`config.mk`:
```
export PLATFORM = sky130hd
export DESIGN_NAME = spi_flag_engine
export DESIGN_NICKNAME = d
export VERILOG_FILES = /design/src/rtl/spi_flag_pkg.sv /design/src/rtl/spi_flag_datapath.sv /design/src/rtl/spi_flag_ctrl.sv /design/src/rtl/spi_flag_engine.sv
export SDC_FILE = /design/constraint.sdc
export NUM_CORES = 1
export LEC_CHECK = 0
export BUFFER_PORTS_ARGS = -buffer_cell sky130_fd_sc_hd__buf_2
export CAP_MARGIN = 10
export CORE_MARGIN = 10
export CORE_UTILIZATION = 60
export CTS_CLUSTER_DIAMETER = 100
export CTS_CLUSTER_SIZE = 8
export DETAILED_ROUTE_END_ITERATION = 7
export GPL_ROUTABILITY_DRIVEN = 0
export HOLD_SLACK_MARGIN = 0.08
export PLACE_DENSITY = 0.79
export SLEW_MARGIN = 20
export SYNTH_ARGS = -nofsm -noshare
export SYNTH_HDL_FRONTEND = slang
export SYNTH_SLANG_ARGS = --single-unit
```
`constraint.sdc`:
```
create_clock -name clk -period 5.8 [get_ports clk]
set_input_delay 0.58 -clock clk [delete_from_list [all_inputs] [get_ports clk]]
set_output_delay 0.58 -clock clk [all_outputs]
set_load 0.005 [all_outputs]
```
`src/rtl/spi_flag_pkg.sv`:
```
package spi_flag_pkg;
  localparam int WORD_W = 16;
  localparam int BITS_W = $clog2(WORD_W + 1);

  localparam logic [1:0] ADDR_CTRL = 2'd0;
  localparam logic [1:0] ADDR_STAT = 2'd1;
  localparam logic [1:0] ADDR_DATA = 2'd2;
  localparam logic [1:0] ADDR_CCNT = 2'd3;

  localparam int WIDE_BIT   = 2;
  localparam int MASTER_BIT = 5;
  localparam logic [11:0] CTRL_KEEP = 12'hF24;

  // control to datapath
  typedef struct packed {
    logic              startMaster;
    logic              loadTx;
    logic              abortXfer;
    logic [WORD_W-1:0] txWord;
  } dpStrobe_t;

  // datapath to control
  typedef struct packed {
    logic              wordDone;
    logic              slaveAbort;
    logic              modeFaultDet;
    logic              busy;
    logic [WORD_W-1:0] rxWord;
  } dpEvent_t;

  function automatic logic [BITS_W-1:0] wordBits(logic wideEn, logic [3:0] lenField);
    if (!wideEn)              return BITS_W'(8);
    else if (lenField == 4'd0) return BITS_W'(WORD_W);
    else if (lenField[3])     return BITS_W'(lenField);
    else                      return BITS_W'(8);
  endfunction
endpackage

```
`src/rtl/spi_flag_datapath.sv`:
```
module spi_flag_datapath
  import spi_flag_pkg::*;
#(
  parameter int CNT_W  = 8,
  parameter int SYNC_N = 3
) (
  input  logic              clk,
  input  logic              rstN,
  input  dpStrobe_t         strobe,
  input  logic              cfgMaster,
  input  logic [BITS_W-1:0] cfgBits,
  input  logic [CNT_W-1:0]  cfgHalf,
  output dpEvent_t          evt,
  output logic              sckOut,
  output logic              mosiOut,
  output logic              misoOut,
  input  logic              misoIn,
  input  logic              sckIn,
  input  logic              mosiIn,
  input  logic              selN
);
  logic [SYNC_N-1:0] sckSync, mosiSync, selSync;
  logic sckS, sckPrev, mosiS, selS, selPrev;
  logic sckRise, sckFall, selRise;

  logic [WORD_W-1:0] shiftReg, rxShift, rxWordQ, alignedTx, slvRxNext;
  logic [WORD_W-2:0] keepBits;
  logic [BITS_W-1:0] bitCnt, lenQ;
  logic [CNT_W-1:0]  phaseCnt, halfQ;
  logic busyM, sckLvl, wordDoneQ, abortQ;

  always_ff @(posedge clk) begin
    if (!rstN) begin
      sckSync  <= '0;
      mosiSync <= '0;
      selSync  <= '1;
    end else begin
      sckSync  <= {sckSync[SYNC_N-2:0], sckIn};
      mosiSync <= {mosiSync[SYNC_N-2:0], mosiIn};
      selSync  <= {selSync[SYNC_N-2:0], selN};
    end
  end

  assign sckS    = sckSync[SYNC_N-2];
  assign sckPrev = sckSync[SYNC_N-1];
  assign mosiS   = mosiSync[SYNC_N-2];
  assign selS    = selSync[SYNC_N-2];
  assign selPrev = selSync[SYNC_N-1];
  assign sckRise = sckS & ~sckPrev;
  assign sckFall = ~sckS & sckPrev;
  assign selRise = selS & ~selPrev;

  assign alignedTx = strobe.txWord << (BITS_W'(WORD_W) - cfgBits);

  always_comb begin
    keepBits  = (bitCnt == '0) ? '0 : rxShift[WORD_W-2:0];
    slvRxNext = {keepBits, mosiS};
  end

  always_ff @(posedge clk) begin
    if (!rstN) begin
      shiftReg  <= '0;
      rxShift   <= '0;
      rxWordQ   <= '0;
      bitCnt    <= '0;
      lenQ      <= BITS_W'(8);
      phaseCnt  <= '0;
      halfQ     <= CNT_W'(4);
      busyM     <= 1'b0;
      sckLvl    <= 1'b0;
      wordDoneQ <= 1'b0;
      abortQ    <= 1'b0;
    end else begin
      wordDoneQ <= 1'b0;
      abortQ    <= 1'b0;
      if (strobe.abortXfer) begin
        busyM  <= 1'b0;
        sckLvl <= 1'b0;
        bitCnt <= '0;
      end else if (strobe.startMaster) begin
        busyM    <= 1'b1;
        sckLvl   <= 1'b0;
        phaseCnt <= '0;
        bitCnt   <= '0;
        lenQ     <= cfgBits;
        halfQ    <= cfgHalf;
        shiftReg <= alignedTx;
        rxShift  <= '0;
      end else if (busyM) begin
        if (phaseCnt == halfQ - CNT_W'(1)) begin
          phaseCnt <= '0;
          if (!sckLvl) begin
            sckLvl  <= 1'b1;
            rxShift <= {rxShift[WORD_W-2:0], misoIn};
          end else begin
            sckLvl <= 1'b0;
            if (bitCnt == lenQ - BITS_W'(1)) begin
              busyM     <= 1'b0;
              wordDoneQ <= 1'b1;
              rxWordQ   <= rxShift;
              bitCnt    <= '0;
            end else begin
              bitCnt   <= bitCnt + BITS_W'(1);
              shiftReg <= shiftReg << 1;
            end
          end
        end else begin
          phaseCnt <= phaseCnt + CNT_W'(1);
        end
      end else if (!cfgMaster) begin
        if (strobe.loadTx) shiftReg <= alignedTx;
        else if (!selS && sckFall && bitCnt != '0) shiftReg <= shiftReg << 1;
        if (selRise && bitCnt != '0) begin
          abortQ <= 1'b1;
          bitCnt <= '0;
        end else if (!selS && sckRise) begin
          rxShift <= slvRxNext;
          if (bitCnt == cfgBits - BITS_W'(1)) begin
            wordDoneQ <= 1'b1;
            rxWordQ   <= slvRxNext;
            bitCnt    <= '0;
          end else begin
            bitCnt <= bitCnt + BITS_W'(1);
          end
        end
      end
    end
  end

  assign sckOut  = sckLvl;
  assign mosiOut = cfgMaster & shiftReg[WORD_W-1];
  assign misoOut = ~cfgMaster & shiftReg[WORD_W-1];

  assign evt.wordDone     = wordDoneQ;
  assign evt.slaveAbort   = abortQ;
  assign evt.modeFaultDet = cfgMaster & ~selS;
  assign evt.busy         = cfgMaster ? busyM : (bitCnt != '0);
  assign evt.rxWord       = rxWordQ;


  phase_bound_chk: assert property (@(posedge clk) disable iff (!rstN)
    busyM |-> (phaseCnt < halfQ));


  master_end_chk: assert property (@(posedge clk) disable iff (!rstN)
    ($fell(busyM) && !$past(strobe.abortXfer)) |-> wordDoneQ);


  abort_restart_chk: assert property (@(posedge clk) disable iff (!rstN)
    abortQ |-> (bitCnt == '0));
endmodule

```
`src/rtl/spi_flag_ctrl.sv`:
```
module spi_flag_ctrl
  import spi_flag_pkg::*;
#(
  parameter int CNT_W = 8
) (
  input  logic              clk,
  input  logic              rstN,
  input  logic              busSel,
  input  logic              busWr,
  input  logic              busRd,
  input  logic [1:0]        busAddr,
  input  logic [WORD_W-1:0] busWdata,
  output logic [WORD_W-1:0] busRdata,
  input  dpEvent_t          evt,
  output dpStrobe_t         strobe,
  output logic              cfgMaster,
  output logic [BITS_W-1:0] cfgBits,
  output logic [CNT_W-1:0]  cfgHalf
);
  localparam logic [CNT_W-1:0] MIN_PERIOD = CNT_W'(8);

  logic [11:0]       ctrlReg;
  logic [CNT_W-1:0]  clkCnt, evenCnt, effPeriod;
  logic [WORD_W-1:0] rxData;
  logic doneFlag, wcolFlag, ovrFlag, modfFlag, abrtFlag;
  logic seenDone, seenWcol, seenModf;
  logic statusRd, dataRd, dataWr, dataAcc, ctrlWr, cntWr, blockedWr, okWr;

  assign statusRd  = busSel & busRd & (busAddr == ADDR_STAT);
  assign dataRd    = busSel & busRd & (busAddr == ADDR_DATA);
  assign dataWr    = busSel & busWr & (busAddr == ADDR_DATA);
  assign ctrlWr    = busSel & busWr & (busAddr == ADDR_CTRL);
  assign cntWr     = busSel & busWr & (busAddr == ADDR_CCNT);
  assign dataAcc   = dataRd | dataWr;
  assign blockedWr = dataWr & (evt.busy | (doneFlag & ~seenDone));
  assign okWr      = dataWr & ~blockedWr;

  assign cfgMaster = ctrlReg[MASTER_BIT];
  assign cfgBits   = wordBits(ctrlReg[WIDE_BIT], ctrlReg[11:8]);
  assign evenCnt   = {clkCnt[CNT_W-1:1], 1'b0};
  assign effPeriod = (clkCnt < MIN_PERIOD) ? MIN_PERIOD : evenCnt;
  assign cfgHalf   = effPeriod >> 1;

  assign strobe.startMaster = okWr & cfgMaster;
  assign strobe.loadTx      = okWr & ~cfgMaster;
  assign strobe.abortXfer   = evt.modeFaultDet;
  assign strobe.txWord      = busWdata;

  always_comb begin
    busRdata = '0;
    unique case (busAddr)
      ADDR_CTRL: busRdata = WORD_W'(ctrlReg);
      ADDR_STAT: busRdata = WORD_W'({doneFlag, wcolFlag, ovrFlag, modfFlag, abrtFlag, 3'b000});
      ADDR_DATA: busRdata = rxData;
      default:   busRdata = WORD_W'(clkCnt);
    endcase
  end

  always_ff @(posedge clk) begin
    if (!rstN) begin
      ctrlReg  <= '0;
      clkCnt   <= '0;
      rxData   <= '0;
      doneFlag <= 1'b0;
      wcolFlag <= 1'b0;
      ovrFlag  <= 1'b0;
      modfFlag <= 1'b0;
      abrtFlag <= 1'b0;
      seenDone <= 1'b0;
      seenWcol <= 1'b0;
      seenModf <= 1'b0;
    end else begin
      if (ctrlWr) ctrlReg <= busWdata[11:0] & CTRL_KEEP;
      if (evt.modeFaultDet) ctrlReg[MASTER_BIT] <= 1'b0;
      if (cntWr) clkCnt <= busWdata[CNT_W-1:0];

      if (evt.wordDone && !doneFlag) begin
        doneFlag <= 1'b1;
        rxData   <= evt.rxWord;
      end else if (dataAcc && seenDone) begin
        doneFlag <= 1'b0;
      end

      if (evt.wordDone && doneFlag) ovrFlag <= 1'b1;
      else if (statusRd)            ovrFlag <= 1'b0;

      if (blockedWr)                  wcolFlag <= 1'b1;
      else if (dataAcc && seenWcol)   wcolFlag <= 1'b0;

      if (evt.slaveAbort) abrtFlag <= 1'b1;
      else if (statusRd)  abrtFlag <= 1'b0;

      if (evt.modeFaultDet)         modfFlag <= 1'b1;
      else if (ctrlWr && seenModf)  modfFlag <= 1'b0;

      if (statusRd) begin
        seenDone <= doneFlag;
        seenWcol <= wcolFlag;
        seenModf <= modfFlag;
      end else begin
        if (dataAcc) begin
          seenDone <= 1'b0;
          seenWcol <= 1'b0;
        end
        if (ctrlWr) seenModf <= 1'b0;
      end
    end
  end


  wcol_set_chk: assert property (@(posedge clk) disable iff (!rstN)
    blockedWr |=> wcolFlag);


  done_hold_chk: assert property (@(posedge clk) disable iff (!rstN)
    (doneFlag && !seenDone) |=> doneFlag);


  ovr_keep_chk: assert property (@(posedge clk) disable iff (!rstN)
    (evt.wordDone && doneFlag) |=> (ovrFlag && $stable(rxData)));


  modf_master_chk: assert property (@(posedge clk) disable iff (!rstN)
    evt.modeFaultDet |=> (modfFlag && !cfgMaster));
endmodule

```
`src/rtl/spi_flag_engine.sv`:
```
module spi_flag_engine
  import spi_flag_pkg::*;
#(
  parameter int CNT_W = 8
) (
  input  logic              clk,
  input  logic              rstN,
  input  logic              busSel,
  input  logic              busWr,
  input  logic              busRd,
  input  logic [1:0]        busAddr,
  input  logic [WORD_W-1:0] busWdata,
  output logic [WORD_W-1:0] busRdata,
  output logic              sckOut,
  output logic              mosiOut,
  input  logic              misoIn,
  input  logic              sckIn,
  input  logic              mosiIn,
  output logic              misoOut,
  input  logic              selN
);
  dpStrobe_t         strobe;
  dpEvent_t          evt;
  logic              cfgMaster;
  logic [BITS_W-1:0] cfgBits;
  logic [CNT_W-1:0]  cfgHalf;

  spi_flag_ctrl #(.CNT_W(CNT_W)) u_ctrl (
    .clk(clk), .rstN(rstN), .busSel(busSel), .busWr(busWr), .busRd(busRd),
    .busAddr(busAddr), .busWdata(busWdata), .busRdata(busRdata),
    .evt(evt), .strobe(strobe), .cfgMaster(cfgMaster),
    .cfgBits(cfgBits), .cfgHalf(cfgHalf)
  );

  spi_flag_datapath #(.CNT_W(CNT_W), .SYNC_N(3)) u_dp (
    .clk(clk), .rstN(rstN), .strobe(strobe), .cfgMaster(cfgMaster),
    .cfgBits(cfgBits), .cfgHalf(cfgHalf), .evt(evt),
    .sckOut(sckOut), .mosiOut(mosiOut), .misoOut(misoOut),
    .misoIn(misoIn), .sckIn(sckIn), .mosiIn(mosiIn), .selN(selN)
  );
endmodule

```
==> results of run 1 <==
==> per-layer routing <==
metal	up-vias	GRT usage, %
met5	-	0
met3	62	5.252
met2	265	35.75
met1	2907	26.40
met4	0	10.18
li1	2966	-
==> metrics by stage <==
step | util, % | instances | setup WS, ps | power, W
after global routing | 67.88 | 1000 | 1999 | 0.002078
after floorplan | - | 834 | 2823 | 0.0009486
after global placement | 62.58 | 970 | 2145 | 0.0009776
after CTS | 67.78 | 1000 | 1945 | 0.002030
after detailed placement | 62.58 | 970 | 1967 | 0.0009803
final | 67.88 | 1000 | 2202 | 0.002024
==> kinds of logic (layout without fill, tap and decap cells) <==
| family | after synthesis | count (layout) | synth area share, % |
|---|---|---|---|
| fa+ha+maj | 7 | 7 | 1.264 |
| compound gates | 190 | 190 | 20.21 |
| buf+inv | 66 | 89 | 4.063 |
| flops | 123 | 123 | 35.54 |
| mux | 59 | 59 | 9.408 |
| simple gates | 361 | 361 | 25.98 |
| xor+xnor | 28 | 28 | 3.539 |
==> worst min-delay path by stage <==
stage | from | cells after the start | slack, ps | endpoint
after floorplan | u_dp.selSync[0] | 1 | 390 | u_dp.selSync[1]
after global placement | u_dp.selSync[0] | 1 | 390 | u_dp.selSync[1]
after detailed placement | u_dp.selSync[0] | 1 | 390 | u_dp.selSync[1]
after CTS | selN | 2 | 330 | u_dp.selSync[0]
after global routing | selN | 2 | 350 | u_dp.selSync[0]
final | selN | 2 | 340 | u_dp.selSync[0]
==> placed cells by master (no fill, tap or decap), types with 5 or more instances in the layout <==
cell       count
nand2_1      170
o21ai_0       39
a21boi_0      40
o211a_1       10
nor2b_1       32
nor3_1         9
dfxtp_1      123
and2_1        19
o21ai_2       17
o211ai_1       8
a21oi_1       18
nand3_1       30
mux2i_1       46
buf_2         45
or3_1          5
mux2_2         9
nor2_1        33
inv_1         11
nand2b_1      13
ha_1           7
a32oi_1        6
xnor2_1       16
o31ai_1        8
nand3_2       14
and3_1         7
xor2_1        12
clkbuf_16     17
==> worst max-delay path: stages (launching register included) <==
cell and delay [ps]:
dfxtp_1 550, nand3_1 120, buf_4 260, ha_1 1040, xor2_1 200, o2111ai_1 170, nor4bb_1 540, a41oi_4 250
mux2i_1 290, nor2b_1 60
==> registers in the layout, summed over array words and instances, names as in the netlist, 2 cells and up <==
register	count
u_dp.shiftReg	16
u_dp.sckSync	3
u_dp.phaseCnt	8
u_dp.rxShift	16
u_dp.mosiSync	2
u_dp.lenQ	5
u_dp.rxWordQ	16
u_ctrl.rxData	16
u_ctrl.ctrlReg	6
u_dp.halfQ	7
u_ctrl.clkCnt	8
u_dp.selSync	3
u_dp.bitCnt	5
==> layout make-up <==
cell class	count	area, um^2
sequential	123	2462
timing repair buffer	48	247.7
clock buffer	19	442.9
multi-input combinational	645	4197
tap	143	178.9
fill	937	3652
inverter	11	41.29
clock inverter	11	147.6
==> power by group through the flow <==
| stage | registers [W] | clock network, W | logic, W |
|---|---|---|---|
| after floorplan | 0.000877 | 0 | 0.0000718 |
| after global placement | 0.000880 | 0 | 0.0000975 |
| after detailed placement | 0.000880 | 0 | 0.0000998 |
| after CTS | 0.000863 | 0.00107 | 0.000100 |
| after global routing | 0.000863 | 0.00110 | 0.000111 |
| final | 0.000863 | 0.00106 | 0.000103 |
==> qor.txt, run 1 <==
clk sinks = 123
startpoint class of the critical path = flop
sw frac = 22.28%
post-CTS sizing = 0
final hold vios = 0
Clock Tree Buf Depth = 2
Main synth FF type = dfxtp_1
Post-DP Area = 7116 um^2
Die Area = 16250 um^2
Syn Inst Count = 834
number of global-route vias before repair = 5868
Port Buffers = 45
WL final = 17840 um
internal power consumption = 0.001573 W
r2r setup slk = 2200 ps
Setup Viol. Count Final = 0
outcome = finished clean
RSZ-0062 raised after global routing = false
Slew Limit Headroom = 28.50%
crit path capture type = flop
top cells by area, synth = dfxtp_1 (36%), nand2_1 (9.2%), mux2i_1 (6.6%)
# diodes = 0
Yosys top cell by area = dfxtp_1
Ys Warns = 0
global-route wire length before repair = 29230 um
core area = 11370 um^2
highest metal used = met4
asr flop ratio synth = 0%
Worst-Skew Late Latency = 430 ps
Final period util = 62.03%
Final HPWL DP = 12920 um
CTS tree = yes
P_sw = 0.0004509 W
Critical Path AT = 3910 ps
post-synth top area share = 35.54%
mean cell area of the mapped netlist = 8.308 um^2
Tmin final = 3598 ps
most frequent cell after synthesis = nand2_1
Initial DRT Pass Iterations = 5
initial antenna violation count = 0
Reg-to-Reg End = u_dp.rxWordQ[6]
Hold-fix buffers, CTS = 0
setup TNS = 0 ps
DR WL met3 = 1212 um
Pleak = 3.004 nW
Root Buffer Master = clkbuf_16
share of cells above drive strength 1 = 15.05%
post-synthesis register bit count = 123
DRT antenna net count = 0
crit-path max FO = 31
FMAX = 0.2779 GHz
Seq/Total Area, Yosys = 35.54%
Synth Cell Area = 6929 um^2
Reg2Reg Depth = 9
vias = 6200
clock-pin slew on the worst setup and hold paths = 50 ps
vias per cell = 6.200
# DRC = 0
Num CTS Buffers = 17
DIE HEIGHT = 127.5 um
pwr/cell area = 262.3 nW/um^2
synthesized netlist net count = 868
clock skew = 9.824 ps
Die W = 127.5 um
synth-to-layout area growth = 11.38%
Setup Buffers After CTS = 0
Slew @ Worst Pin = 1073 ps
final hold slack = 338.5 ps
clock power share = 52.3%
Logic pwr share = 5.1%
largest net degree at the start of global routing = 67
crit path capture = u_dp.rxWordQ[6]
CTS H-Tree Depth = 4
Setup CP Type = flop to flop
Starting DRT DRC Count = 735
Setup crit start = u_ctrl.ctrlReg[2]
Layout Nets = 880
reg2reg start = u_ctrl.ctrlReg[2]
sequential cell fraction of total power = 42.6%
met1 WL = 7433 um
synth cell count leaders = nand2_1 (170), dfxtp_1 (123), mux2i_1 (46)
DR WL met2 = 8561 um
Initial Util = 60.94%
max capacitance violation total = 0
Worst Path Required = 6110 ps
wire per inst = 17.84 um
GRT Residual Overflow = 0
worst min-delay path class = input pin to flop
Post-synth EDFFs = 0
peak supply drop = 344.4 uV
final instance area = 7717 um^2
row cnt = 39
IO Pins = 46
Final Max Tran Viols = 0
Yosys cell types = 69
Global Route Usage Sum = 21.82%
Power figures use the tool's default switching activity.
==> run 2: changes to the inputs <==
- ABC_AREA: unset -> 1
- clock period: 5.8 -> 3.5 ns (I/O delays scaled with it)
==> qor.txt, run 2 <==
outcome = finished clean
Initial DRT Pass Iterations = 6
Setup CP Type = flop to flop
DR WL met2 = 9295 um
Logic pwr share = 6.9%
Reg2Reg Depth = 12
GRT Residual Overflow = 0
mean cell area of the mapped netlist = 6.265 um^2
Main synth FF type = dfxtp_1
commonest non-fill, non-tap cell in the layout = nand2_1
Endpoint, Worst Hold = u_dp.mosiSync[0]
post-CTS sizing = 0
DRT antenna net count = 0
Yosys cell types = 45
clock skew = 8.543 ps
total power = 0.003247 W
Critical Path AT = 3100 ps
sequential cell fraction of total power = 44.6%
Synth Cell Area = 7098 um^2
Port Buffers = 45
synth-to-layout area growth = 10.38%
Hold-fix buffers, CTS = 0
Yosys top cell by area = dfxtp_1
asr flop ratio synth = 0%
post-synthesis register bit count = 123
DIE HEIGHT = 128.8 um
Slew @ Worst Pin = 812.0 ps
r2r setup slk = 720 ps
Clock Tree Buf Depth = 2
peak supply drop = 327.5 uV
vias per cell = 5.528
Worst Path Required = 3820 ps
WL final = 19400 um
P_sw = 0.0008491 W
row cnt = 39
commonest non-fill, non-tap cells in the layout = nand2_1 (327), nor2_1 (151), inv_1 (136), dfxtp_1 (123), nand3_1 (97)
top cells by area, synth = dfxtp_1 (35%), nand2_1 (17%), nor2_1 (8.0%)
Final Max Tran Viols = 0
# diodes = 0
Die Area = 16580 um^2
Starting DRT DRC Count = 792
crit-path max FO = 18
Setup Viol. Count Final = 0
highest metal used = met4
Root Buffer Master = clkbuf_16
worst min-delay path class = input pin to flop
synth cell count leaders = nand2_1 (327), nor2_1 (151), inv_1 (136)
max capacitance violation total = 0
wire per inst = 14.80 um
number of global-route vias before repair = 6564
Num CTS Buffers = 17
Tmin final = 2778 ps
Global Route Usage Sum = 23.40%
Setup Buffers After CTS = 0
internal power consumption = 0.002398 W
sw frac = 26.15%
WHS Path Cells = 3
setup TNS = 0 ps
share of cells above drive strength 1 = 10.45%
post-synth top area share = 34.69%
Final HPWL DP = 13990 um
Final period util = 79.38%
clock-pin slew on the worst setup and hold paths = 60 ps
crit path capture type = flop
Pleak = 4.003 nW
worst hold path startpoint = mosiIn
synthesized netlist net count = 1167
slowest stage delay, CP = 640 ps
Ys Warns = 0
core area = 11520 um^2
Post-synth EDFFs = 0
initial antenna violation count = 0
startpoint class of the critical path = flop
CTS tree = yes
global-route wire length before repair = 31660 um
slowest stage cell, crit path = ha_1
Die W = 128.8 um
vias = 7247
Initial Util = 61.64%
Seq/Total Area, Yosys = 34.69%
most frequent cell after synthesis = nand2_1
FMAX = 0.3599 GHz
DR WL met3 = 1292 um
clock power share = 48.5%
Syn Inst Count = 1133
Reg-to-Reg End = u_dp.shiftReg[12]
clk sinks = 123
CTS H-Tree Depth = 4
RSZ-0062 raised after global routing = false
Slew Limit Headroom = 45.66%
crit path cell chain = nand2_1 -> nor2_1 -> inv_1 -> ha_1 -> inv_1 -> or2_2 -> nand3_1 -> nand3_1 -> nand3_1 -> nand2_1 -> nor2_1 -> nor2_1
met1 WL = 8297 um
largest net degree at the start of global routing = 67
# DRC = 0
final hold vios = 0
IO Pins = 46
pwr/cell area = 414.4 nW/um^2
reg2reg start = u_ctrl.ctrlReg[11]
Layout Nets = 1189
Worst-Skew Late Latency = 430 ps
run 2: changes by cell type after synthesis, sizes merged, moves of 32 or more:
cell	delta
nand2	+163
inv	+135
nor2	+124
nand3	+56
mux2i	-46
a21oi	+39
a21boi	-37
o21ai	+34
nor2b	-32
run 2: critical path: cells and delay by family (launching register included):
kind	cells	cell delay, ps
and+or+nand+nor	9	1150
adders and majority gates	1	640
DFF	1	440
buffers and inverters	2	440
run 2: through the flow:
step                instances  util, %  hold slack, ps  cell area [um^2]  worst slack, ps
global placement         1279    63.44           401.2              7306            842.3
global route             1311    68.04           111.2              7835            353.7
finish                   1311    68.04           113.2              7835            721.6
detailed placement       1279    63.44           400.8              7306            755.6
CTS                      1311    68.04           102.2              7835            744.1
floorplan                1133        -           390.5              7098             1042
run 2: cells by family after synthesis:
kind of cell | after synthesis | share of synthesized area (%)
XOR/XNOR | 14 | 1.833
AO/OA/AOI/OAI | 174 | 13.54
adder cells (fa/ha/maj) | 7 | 1.234
buffers and inverters | 195 | 11.26
AND/OR/NAND/NOR | 619 | 37.28
multiplexers | 1 | 0.1586
flip-flops | 123 | 34.69
run 2: final cells by class:
type,count,area (um^2)
inverters,146,550.5
multi-input cells,815,3836
fillers,1005,3681
clock inverters,14,100.1
repair buffers,52,277.8
well taps,143,178.9
clock buffers,18,429.2
flip-flops and latches,123,2462
run 2: power by group through the flow:
stage / Sequential [W] / Combinational (W) / Clock [W]
6_report: 0.00145 / 0.000224 / 0.00158
2_1_floorplan: 0.00147 / 0.000162 / 0
3_3_place_gp: 0.00148 / 0.000215 / 0
3_5_place_dp: 0.00148 / 0.000218 / 0
5_1_grt: 0.00145 / 0.000250 / 0.00165
4_1_cts: 0.00145 / 0.000221 / 0.00159
run 2: worst max-delay path by stage:
stage                                  start           endpoint  slack, ps  depth (start not counted)
after global placement     u_ctrl.ctrlReg[2]   u_dp.rxWordQ[13]        840                         12
after floorplan            u_ctrl.ctrlReg[2]   u_dp.rxWordQ[10]       1040                         14
after global routing      u_ctrl.ctrlReg[11]   u_dp.rxWordQ[11]        350                         12
after CTS                 u_ctrl.ctrlReg[11]   u_dp.rxWordQ[11]        740                         12
final                     u_ctrl.ctrlReg[11]  u_dp.shiftReg[12]        720                         12
after detailed placement  u_ctrl.ctrlReg[11]    u_dp.rxWordQ[9]        760                         12
run 2: routing by layer:
metal,GRT usage [%],vias to the layer above
met5,0,-
met1,28.10,3284
met4,10.23,0
li1,-,3641
met3,5.339,48
met2,39.35,274
==> run 3: changes to the inputs <==
- CORE_UTILIZATION: 60 -> 55
- PLACE_DENSITY: 0.79 -> 0.76
- clock period: 3.5 -> 2.36 ns (I/O delays scaled with it)
==> qor.txt, run 3 (synthesis gave the netlist of run 2 again) <==
core area = 12620 um^2
DIE HEIGHT = 133.6 um
largest net degree at the start of global routing = 96
sw frac = 23.98%
Initial DRT Pass Iterations = 6
pwr/cell area = 604.2 nW/um^2
CTS tree = yes
IO Pins = 46
Worst Path Required = 2670 ps
CTS H-Tree Depth = 4
# DRC = 0
Worst-Skew Late Latency = 420 ps
vias = 7199
crit-path max FO = 7
sequential cell fraction of total power = 42.8%
Initial Util = 56.25%
Die Area = 17850 um^2
max capacitance violation total = 0
number of global-route vias before repair = 6295
pre-CTS setup slack = -74.63 ps
initial antenna violation count = 0
row cnt = 41
Final period util = 95.83%
Die W = 133.6 um
# diodes = 0
peak supply drop = 446.9 uV
vias per cell = 5.247
WHS Path Cells = 3
Reg2Reg Depth = 13
worst hold path startpoint = busWdata[9]
P_sw = 0.001199 W
Reg-to-Reg End = u_dp.rxWordQ[11]
WL final = 18660 um
Setup CP Type = flop to flop
Slew @ Worst Pin = 685.6 ps
Endpoint, Worst Hold = u_ctrl.ctrlReg[9]
Setup Viol. Count Final = 0
clk sinks = 123
Num CTS Buffers = 17
Root Buffer Master = clkbuf_16
GRT Residual Overflow = 0
clock-pin slew on the worst setup and hold paths = 50 ps
startpoint class of the critical path = flop
Clock Tree Buf Depth = 2
Pleak = 4.186 nW
outcome = finished clean
Critical Path AT = 2570 ps
Final Max Tran Viols = 0
r2r setup slk = 100 ps
total power = 0.005002 W
Final HPWL DP = 13100 um
Final Util = 65.61%
Port Buffers = 45
crit path capture type = flop
share of cells above drive strength 1 = 12.92%
Global Route Usage Sum = 20.13%
clock power share = 50.2%
internal power consumption = 0.003803 W
Logic pwr share = 7.0%
post-route setup slack = 98.49 ps
FMAX = 0.4422 GHz
reg2reg start = u_dp.halfQ[0]
wire per inst = 13.60 um
final hold vios = 0
Slew Limit Headroom = 54.12%
commonest non-fill, non-tap cells in the layout = nand2_1 (327), nor2_1 (150), inv_1 (135), dfxtp_1 (121), nand3_1 (96)
synth-to-layout area growth = 16.64%
worst min-delay path class = input pin to flop
clock skew = 9.213 ps
Starting DRT DRC Count = 778
global-route wire length before repair = 29860 um
DRT antenna net count = 0
RSZ-0062 raised after global routing = true
commonest non-fill, non-tap cell in the layout = nand2_1
Tmin final = 2262 ps
setup TNS = 0 ps
Layout Nets = 1222
final hold slack = 117.1 ps
[run 3: cell types whose count changed in the layout (fill, tap and decap cells not counted), sizes merged]
cell,previous run,this run
bufinv,0,2
nand4,16,17
clkinvlp,3,4
inv,148,145
nand3,100,102
buf,52,77
dlygate4sd3,0,5
clkbuf,18,19
clkinv,9,7
[run 3: per-stage QoR]
stage / instance area (um^2) / cells
floorplan: 7101 / 1133
CTS: 8144 / 1364
global route: 8279 / 1372
global placement: 7517 / 1328
detailed placement: 7517 / 1328
finish: 8279 / 1372
[run 3: worst max path at each step]
stage | start | to | slack, ps | cells after the start
finish | u_dp.halfQ[0] | u_dp.rxWordQ[11] | 100 | 13
global route | u_ctrl.ctrlReg[11] | u_dp.shiftReg[14] | -3 | 11
CTS | u_dp.halfQ[0] | u_dp.shiftReg[8] | 40 | 14
detailed placement | u_ctrl.ctrlReg[2] | u_dp.rxWordQ[12] | -70 | 12
global placement | u_ctrl.ctrlReg[2] | u_dp.rxWordQ[1] | 20 | 12
floorplan | u_ctrl.ctrlReg[2] | u_dp.rxWordQ[10] | 50 | 14
[run 3: power by group through the flow]
stage	Combinational, W	Sequential (W)	Clock, W
finish	0.000352	0.00214	0.00251
detailed placement	0.000336	0.00218	0
CTS	0.000346	0.00214	0.00254
global placement	0.000334	0.00218	0
floorplan	0.000240	0.00217	0
global route	0.000398	0.00214	0.00264
[run 3: routing by layer]
| layer | global-route usage, % | routed length, um | vias to the layer above |
|---|---|---|---|
| met1 | 26.02 | 8471 | 3230 |
| met4 | 8.343 | 445 | 0 |
| li1 | - | - | 3711 |
| met5 | 0 | 0 | - |
| met3 | 4.549 | 1045 | 35 |
| met2 | 31.61 | 8695 | 223 |
[run 3: repair_timing]
item | 4_1_cts | 5_1_grt
buffers inserted | 0 | 5
pin swaps | 0 | 5
endpoints found under the hold margin | 5 | 0
setup endpoints to repair | 14 | 45
gates resized for setup | 1 | 13
cloned | 0 | 3
hold buffers | 5 | 0
[run 3: critical path: stages, from the launching register on]
cell      delay, ps
dfxtp_1         410
inv_2            70
ha_1            230
nand2_1         140
nand3b_1         90
nand2_1          80
nand2_1          60
nor2_1          130
nand3_2         160
nand2_4         150
buf_4           220
nand4_4         200
nor2_1          160
nor2_1           50
[run 3: cell type report]
type / count / area [um^2]
Clock buffer: 19 / 442.9
Clock inverter: 12 / 125.1
Fill cell: 1192 / 4340
Inverter: 146 / 554.3
Multi-Input combinational cell: 818 / 3936
Sequential cell: 123 / 2465
Tap cell: 172 / 215.2
Timing Repair Buffer: 82 / 540.5
